**src/rtl/seqstep_pkg.sv**
```systemverilog
package seqstep_pkg;
  typedef enum logic [1:0] {
    ST_IDLE  = 2'd0,
    ST_WAIT  = 2'd1,
    ST_DONE  = 2'd2,
    ST_FAULT = 2'd3
  } step_state_t;
endpackage

```
**src/rtl/seqstep_limit.sv**
```systemverilog
// Captures the clamped timeout setting when a wait is launched.
module seqstep_limit #(
  parameter int TO_W   = 20,
  parameter int MIN_TO = 100,
  parameter int MAX_TO = 400000,
  localparam int CNT_W = $clog2(MAX_TO + 1)
) (
  input  logic             clk,
  input  logic             rst,
  input  logic             load,
  input  logic [TO_W-1:0]  setting,
  output logic [CNT_W-1:0] lim
);
  logic [CNT_W-1:0] clamped;

  always_comb begin
    if (setting < TO_W'(MIN_TO))
      clamped = CNT_W'(MIN_TO);
    else if (setting > TO_W'(MAX_TO))
      clamped = CNT_W'(MAX_TO);
    else
      clamped = setting[CNT_W-1:0];
  end

  always_ff @(posedge clk) begin
    if (rst)       lim <= CNT_W'(MIN_TO);
    else if (load) lim <= clamped;
  end
endmodule

```
**src/rtl/seqstep_timer.sv**
```systemverilog
// Counts ticks while the step waits; cleared whenever it is not waiting.
module seqstep_timer #(
  parameter int MAX_TO = 400000,
  localparam int CNT_W = $clog2(MAX_TO + 1)
) (
  input  logic             clk,
  input  logic             rst,
  input  logic             run,
  input  logic             tick,
  input  logic [CNT_W-1:0] lim,
  output logic [CNT_W-1:0] cnt,
  output logic             expired
);
  assign expired = run && (cnt >= lim);

  always_ff @(posedge clk) begin
    if (rst || !run)
      cnt <= '0;
    else if (tick && (cnt < lim))
      cnt <= cnt + 1'b1;
  end
endmodule

```
**src/rtl/seqstep_fsm.sv**
```systemverilog
// Step state machine with outputs registered from the next-state decode.
module seqstep_fsm
  import seqstep_pkg::*;
(
  input  logic        clk,
  input  logic        rst,
  input  logic        start,
  input  logic        restart,
  input  logic        rail_good,
  input  logic        expired,
  output step_state_t state,
  output logic        load,
  output logic        supply_en,
  output logic        next_en,
  output logic        fault_o
);
  step_state_t nxt;

  assign load = (state == ST_IDLE) && start;

  always_comb begin
    nxt = state;
    unique case (state)
      ST_IDLE:  if (start) nxt = ST_WAIT;
      ST_WAIT: begin
        if (rail_good)    nxt = ST_DONE;   // good rail outranks expiry
        else if (expired) nxt = ST_FAULT;
      end
      ST_DONE:  if (restart) nxt = ST_IDLE;
      ST_FAULT: if (restart) nxt = ST_IDLE;
      default:  nxt = ST_IDLE;
    endcase
  end

  always_ff @(posedge clk) begin
    if (rst) begin
      state     <= ST_IDLE;
      supply_en <= 1'b0;
      next_en   <= 1'b0;
      fault_o   <= 1'b0;
    end else begin
      state     <= nxt;
      supply_en <= (nxt == ST_WAIT) || (nxt == ST_DONE);
      next_en   <= (nxt == ST_DONE);
      fault_o   <= (nxt == ST_FAULT);
    end
  end
endmodule

```
**src/rtl/seqstep_top.sv**
```systemverilog
module seqstep_top
  import seqstep_pkg::*;
#(
  parameter int TO_W   = 20,
  parameter int MIN_TO = 100,
  parameter int MAX_TO = 400000
) (
  input  logic            clk,
  input  logic            rst,
  input  logic            start,
  input  logic            restart,
  input  logic            tick,
  input  logic            rail_good,
  input  logic [TO_W-1:0] timeout_us,
  output logic            supply_en,
  output logic            next_en,
  output logic            fault_o,
  output logic [1:0]      state_o
);
  localparam int CNT_W = $clog2(MAX_TO + 1);

  step_state_t      state;
  logic             load;
  logic             expired;
  logic [CNT_W-1:0] lim;
  logic [CNT_W-1:0] tmr_cnt;

  seqstep_limit #(.TO_W(TO_W), .MIN_TO(MIN_TO), .MAX_TO(MAX_TO)) u_limit (
    .clk(clk), .rst(rst), .load(load), .setting(timeout_us), .lim(lim)
  );

  seqstep_timer #(.MAX_TO(MAX_TO)) u_timer (
    .clk(clk), .rst(rst), .run(state == ST_WAIT), .tick(tick),
    .lim(lim), .cnt(tmr_cnt), .expired(expired)
  );

  seqstep_fsm u_fsm (
    .clk(clk), .rst(rst), .start(start), .restart(restart),
    .rail_good(rail_good), .expired(expired), .state(state), .load(load),
    .supply_en(supply_en), .next_en(next_en), .fault_o(fault_o)
  );

  assign state_o = state;
endmodule

```
**config.mk**
```make
export PLATFORM = sky130hd
export DESIGN_NAME = seqstep_top
export DESIGN_NICKNAME = d
export VERILOG_FILES = /design/src/rtl/seqstep_pkg.sv /design/src/rtl/seqstep_limit.sv /design/src/rtl/seqstep_timer.sv /design/src/rtl/seqstep_fsm.sv /design/src/rtl/seqstep_top.sv
export SDC_FILE = /design/constraint.sdc
export NUM_CORES = 1
export LEC_CHECK = 0
export BUFFER_PORTS_ARGS = -buffer_cell sky130_fd_sc_hd__buf_2
export CORE_ASPECT_RATIO = 0.9
export CORE_MARGIN = 5
export CORE_UTILIZATION = 45
export CTS_BUF_LIST = sky130_fd_sc_hd__clkbuf_2 sky130_fd_sc_hd__clkbuf_4 sky130_fd_sc_hd__clkbuf_8
export DETAILED_ROUTE_END_ITERATION = 16
export HOLD_SLACK_MARGIN = 0.05
export PLACE_DENSITY = 0.69
export REMOVE_ABC_BUFFERS = 1
export SLEW_MARGIN = 10
export SYNTH_ARGS = -nofsm -noshare
export SYNTH_HDL_FRONTEND = slang
export SYNTH_SLANG_ARGS = --single-unit
```
**constraint.sdc**
```tcl
create_clock -name clk -period 3.21 [get_ports clk]
set_input_delay 0.1605 -clock clk [delete_from_list [all_inputs] [get_ports clk]]
set_output_delay 0.1605 -clock clk [all_outputs]
set_load 0.1 [all_outputs]
```
==> results of run 1 <==
sequential cells by signal, indices dropped and copies added (netlist names):
signal           count
u_timer.cnt         19
u_limit.lim         19
u_fsm.fault_o        1
u_fsm.supply_en      1
u_fsm.state          2
u_fsm.next_en        1
metrics by stage:
stage | instances | utilization [%]
finish | 389 | 51.4
global route | 389 | 51.4
CTS | 389 | 51.4
detailed placement | 381 | 49.7
global placement | 381 | 49.7
floorplan | 283 | -
layer usage:
layer	vias up	routed length, microns
met5	-	0
met4	0	38
met3	4	225
met2	28	2470
met1	955	2450
li1	1110	-
power by group through the flow:
stage	combinational, mW	clock (mW)	sequential (mW)
after global placement	0.166	0	0.574
final	0.168	0.346	0.561
after global routing	0.188	0.387	0.564
after floorplan	0.0850	0	0.601
after detailed placement	0.168	0	0.574
after CTS	0.169	0.355	0.562
layout make-up:
cell class / instances / area, sq um / share of cell area (%)
multi-input combinational: 211 / 1360 / 51.0
sequential: 43 / 861 / 32.4
clock buffer: 6 / 76.3 / 2.87
tap: 67 / 83.8 / 3.16
clock inverter: 2 / 12.5 / 0.471
timing repair buffer: 31 / 158 / 5.94
inverter: 29 / 109 / 4.10
worst max path at each step:
stage | startpoint | end | slack [ns]
2_1_floorplan | u_fsm.state[1] | u_limit.lim[0] | 0.91
3_3_place_gp | u_limit.lim[18] | u_timer.cnt[8] | 0.82
3_5_place_dp | u_limit.lim[18] | u_timer.cnt[8] | 0.76
4_1_cts | u_limit.lim[18] | u_timer.cnt[8] | 0.73
5_1_grt | u_limit.lim[18] | u_fsm.supply_en | 0.46
6_report | u_limit.lim[18] | u_timer.cnt[8] | 0.72
kinds of logic (layout without fill, tap and decap cells):
family                   Yosys count  after routing  share of synthesized area (%)
AND/OR/NAND/NOR                  101            101                           22.6
flip-flops                        43             43                           36.6
buffers and inverters             36             68                           5.80
XOR/XNOR                           2              2                          0.745
multiplexers                       1              1                          0.426
AO/OA/AOI/OAI                     86             86                           22.7
adder cells (fa/ha/maj)           21             21                           11.2
worst max-delay path: stages (launching register included):
cell and delay (ns):
dfxtp_1 0.31, inv_1 0.06, ha_1 0.36, nand3_2 0.13, nor3_1 0.08, a32oi_1 0.44
nand4_2 0.38, or4_1 0.50, a21oi_1 0.15
cell usage in the layout (no fill, tap or decap), types with 2 or more instances in the layout:
master / synthesis / final
a22oi_1: 10 / 10
nand4_1: 5 / 5
or3_1: 15 / 15
o21ai_1: 3 / 3
nor4_1: 3 / 3
nand2_1: 22 / 22
and3_1: 3 / 3
a21o_1: 4 / 4
clkbuf_8: 0 / 5
xnor2_1: 2 / 2
nand3_1: 10 / 10
o21a_1: 2 / 2
inv_1: 29 / 29
nand4_2: 3 / 3
nor3_1: 7 / 7
or4_1: 3 / 3
a31oi_1: 2 / 2
and2_1: 3 / 3
a21oi_1: 30 / 30
buf_2: 1 / 30
o21ai_0: 25 / 25
dfxtp_1: 43 / 43
nor2_1: 23 / 23
ha_1: 21 / 21
==> reports/qor.txt, run 1 <==
Met1 Use GR - 19.6%
Wire per inst - 13.3 microns
Setup Fix Bufs, Post-CTS - 0
Initial antenna violation count - 0
Reg2reg setup slack - 0.72 ns
Sequential share of power - 52.2%
Routed Wire Length - 5180 microns
Sequential area share after synthesis - 36.6%
Cells after Synth - 290
Hold Path Depth - 3
Final instance area - 0.00266 sq mm
Final TNS setup - 0 ns
Main synth FF type - dfxtp_1
M3 GR Usage - 5.25%
GRT overflow - 0
Ant diodes - 0
Sw Share - 28.7%
Power Dens Cells - 405 mW/mm^2
# clock sinks - 43
TritonCTS buffer count - 5
Most frequent cell after synthesis - dfxtp_1
Netlist cell types - 39
Fin crit period - 2.49 ns
Worst min path class - in2reg
Status - complete, no violations
R2R Path End - u_timer.cnt[8]
Worst slack, placed - 0.761 ns
DR vias - 2097
RSZ-0062 raised after global routing - false
Max rail drop VDD - 0.000285 V
CP startpoint kind - flip-flop
Hold slack - 0.116 ns
Combinational share of power - 15.6%
Switch Pwr - 309 uW
Post-route DRC - 0
Async S/R FF share, synth - 0%
Row count - 25
Fin crit share - 77.5%
H-tree levels - 2
DRT Pass-1 Iters - 4
Clk buf depth - 2
CP Class - reg2reg
Vias per cell - 5.39
Root Buffer - clkbuf_8
Initial DRC count - 86
Busiest grt layer - met2
Slew Limit Fails - 0
Hold path start - timeout_us[15]
Synthesized area per cell - 8.11 sq um
DP HPWL - 3950 microns
Clk slew on worst S/H paths - 0.08 ns
Die H - 78.6 microns
Met2 usage - 26.5%
Reg2Reg Launch Point - u_limit.lim[18]
Number of port buffers - 30
Cell taking the most area after synthesis - dfxtp_1
Initial core utilization - 45.6%
Cts hold-fix bufs - 0
Clock power frac - 32.2%
Slew Limit Headroom - 58.3%
Synthesized flop and latch total - 43
Yosys Warn Count - 0
Core Area - 0.00516 sq mm
Final Net Count - 368
CP Capture Type - flip-flop
First-pass GRT wire length - 8630 microns
Int Pwr - 767 uW
Final Skew - 0.00952 ns
Largest net degree at the start of global routing - 26
Vias in the first global route - 1939
Die X-Extent - 86.2 microns
LEAKAGE - 1.04 nW
Post-synth EDFFs - 0
Worst endpoint data arrival time - 2.71 ns
GP Congestion - 0.801
Fraction of layout cells with a size suffix above 1 - 14.9%
Worst reg-to-reg path cell count - 8
Maximum clock frequency - 402 MHz
Final hold viol count - 0
Netlist Area Pre-Place - 0.00235 sq mm
Layout area overhead - 12.9%
Total power - 1.08 mW
Post-synth top area share - 36.6%
CTS tree - done
Top post-synthesis cells by area - dfxtp_1 (37%), ha_1 (11%), a21oi_1 (6.4%)
Placed Area - 0.00257 sq mm
Crit path max fanout - 17
Setup ws final - 0.722 ns
Die ar. - 0.00678 sq mm
Worst Hold Path EP - u_limit.lim[15]
Global-route usage over all layers - 15.9%
Setup violators final - 0
Post-cts sizing count - 0
Max-Cap Viols - 0
I/O Pins - 31
Filler cells - 511
Worst skew pair latency - 0.30 ns
Top cells by count, synth - dfxtp_1 (43), a21oi_1 (30), inv_1 (29)
Antenna viol nets, final - 0
Critical Path RT - 3.44 ns
Worst Max-Slew Pin Slew - 0.624 ns
No activity file was read; power rests on OpenSTA's default activity.
==> inputs of run 2 (changes only) <==
==> constraint.sdc (replaced) <==
create_clock -name clk -period 2.4 [get_ports clk]
set_input_delay 0.12 -clock clk [delete_from_list [all_inputs] [get_ports clk]]
set_output_delay 0.12 -clock clk [all_outputs]
set_load 0.1 [all_outputs]
==> reports/qor.txt, run 2 (synthesis results as in run 1) <==
Wire per inst - 13.2 microns (-1.1%)
Clk slew on worst S/H paths - 0.09 ns (about the same)
First-pass GRT wire length - 9020 microns (+4.6%)
Setup ws final - 0.148 ns (-0.574 ns)
Worst Max-Slew Pin Slew - 0.631 ns (+0.00625 ns)
Fin crit share - 93.8% (+16 points)
Hold Path Depth - 3 (unchanged)
Worst slack, placed - 0.0984 ns (-0.663 ns)
Root Buffer - clkbuf_8
Worst skew pair latency - 0.30 ns (about the same)
Commonest non-fill, non-tap cell in the layout - dfxtp_1
Crit path max fanout - 10 (-7)
Initial antenna violation count - 0 (unchanged)
Reg2reg setup slack - 0.15 ns (-0.57 ns)
Final hold viol count - 0 (unchanged)
Total power - 1.44 mW (+34%)
Worst reg-to-reg path cell count - 7 (-1)
# clock sinks - 43 (unchanged)
Reg2Reg Launch Point - u_timer.cnt[10]
Maximum clock frequency - 444 MHz (+10%)
Status - complete, no violations
Antenna viol nets, final - 0 (unchanged)
CP Class - reg2reg
H-tree levels - 2 (unchanged)
Row count - 25 (unchanged)
Die H - 78.6 microns (unchanged)
Initial core utilization - 45.6% (unchanged)
Max-Cap Viols - 0 (unchanged)
Fin cells - 393 (+1.0%)
DR vias - 2142 (+2.1%)
Worst Hold Path EP - u_limit.lim[0]
Worst endpoint data arrival time - 2.47 ns (-0.24 ns)
I/O Pins - 31 (unchanged)
Cts hold-fix bufs - 0 (unchanged)
Number of port buffers - 30 (unchanged)
Fin crit period - 2.25 ns (-0.236 ns)
Layout area overhead - 14.5%
Hold slack - 0.0828 ns (-0.0328 ns)
Final Net Count - 372 (+1.1%)
Worst min path class - in2reg
Clk buf depth - 2 (unchanged)
DP HPWL - 3990 microns (+1.0%)
Routed Wire Length - 5180 microns (about the same)
Hold path start - timeout_us[0]
Die ar. - 0.00678 sq mm (unchanged)
Post-layout util - 52.2% (+0.75 points)
CTS tree - done
Vias in the first global route - 2058 (+6.1%)
Fraction of layout cells with a size suffix above 1 - 16.0% (+1.0 points)
GRT overflow - 0 (unchanged)
Power Dens Cells - 534 mW/mm^2 (+32%)
Core Area - 0.00516 sq mm (unchanged)
Most frequent cells in the layout - dfxtp_1 (43), a21oi_1 (30), buf_2 (30)
Post-route DRC - 0 (unchanged)
CP Capture Type - flip-flop
Slew Limit Fails - 0 (unchanged)
Die X-Extent - 86.2 microns (unchanged)
Global-route usage over all layers - 16.3% (+0.41 points)
GP Congestion - 0.796 (-0.52%)
Largest net degree at the start of global routing - 26 (unchanged)
Ant diodes - 0 (unchanged)
DRT Pass-1 Iters - 4 (unchanged)
CP startpoint kind - flip-flop
TritonCTS buffer count - 5 (unchanged)
Critical Path RT - 2.62 ns (-0.82 ns)
Max rail drop VDD - 0.000370 V (+30%)
Final Skew - 0.0118 ns (+0.00224 ns)
LEAKAGE - 1.07 nW (+2.0%)
Initial DRC count - 124 (+44%)
Slew Limit Headroom - 57.8% (-0.51 points)
Biggest regs - u_limit.lim (19), u_timer.cnt (19), u_fsm.state (2)
Vias per cell - 5.45 (+1.1%)
Setup violators final - 0 (unchanged)
R2R Path End - u_timer.cnt[18]
RSZ-0062 raised after global routing - true
Dpl cells - 385 (+1.0%)
-- run 2: changes by cell type in the layout (fill, tap and decap cells not counted), sizes merged --
cell	previous run	this run
buf	31	35
-- run 2: per-stage QoR --
| stage | TNS, ns | instance area [sq um] |
|---|---|---|
| finish | 0 | 2690 |
| global route | -0.154 | 2690 |
| CTS | 0 | 2690 |
| detailed placement | 0 | 2600 |
| global placement | 0 | 2600 |
| floorplan | 0 | 2320 |
-- run 2: metal layers --
metal | global-route usage (%) | vias up | part of all wire (%)
met5 | 0 | - | 0
li1 | - | 1113 | -
met4 | 4.36 | 0 | 1.1
met1 | 20.7 | 989 | 47
met3 | 3.36 | 4 | 4.1
met2 | 28.0 | 36 | 48
-- run 2: area by class of cell --
type                            instances  area (sq um)
Fill cell                             504          2470
Multi-Input combinational cell        211          1360
Sequential cell                        43           861
Timing Repair Buffer                   35           188
Inverter                               29           109
Tap cell                               67          83.8
Clock buffer                            6          76.3
Clock inverter                          2          12.5
-- run 2: worst max path at each step --
| stage | start | endpoint | slack [ns] | cells past startpoint |
|---|---|---|---|---|
| final | u_timer.cnt[10] | u_timer.cnt[18] | 0.15 | 7 |
| after global routing | u_limit.lim[18] | u_fsm.supply_en | -0.03 | 10 |
| after CTS | u_timer.cnt[10] | u_timer.cnt[8] | 0.08 | 7 |
| after detailed placement | u_timer.cnt[10] | u_timer.cnt[8] | 0.1 | 7 |
| after global placement | u_limit.lim[13] | u_timer.cnt[8] | 0.16 | 8 |
| after floorplan | u_fsm.state[1] | u_limit.lim[0] | 0.10 | 6 |
-- run 2: critical path, cell delays in order, from the launching register on --
cell,delay [ns]
dfxtp_1,0.42
ha_1,0.29
a21oi_1,0.13
o21ai_1,0.11
a221oi_4,0.41
nand4_2,0.27
or3_1,0.41
a21oi_1,0.15
-- run 2: repair_timing --
item / CTS / global route
setup endpoints to repair: 0 / 10
setup buffers: 0 / 0
gates resized for setup: 0 / 2
-- run 2: power by group --
group	internal [mW]	leakage, nW	switching [mW]
clock network	0.215	0.0446	0.244
logic	0.0752	0.671	0.154
registers	0.739	0.350	0.0126
total	1.03	1.07	0.411
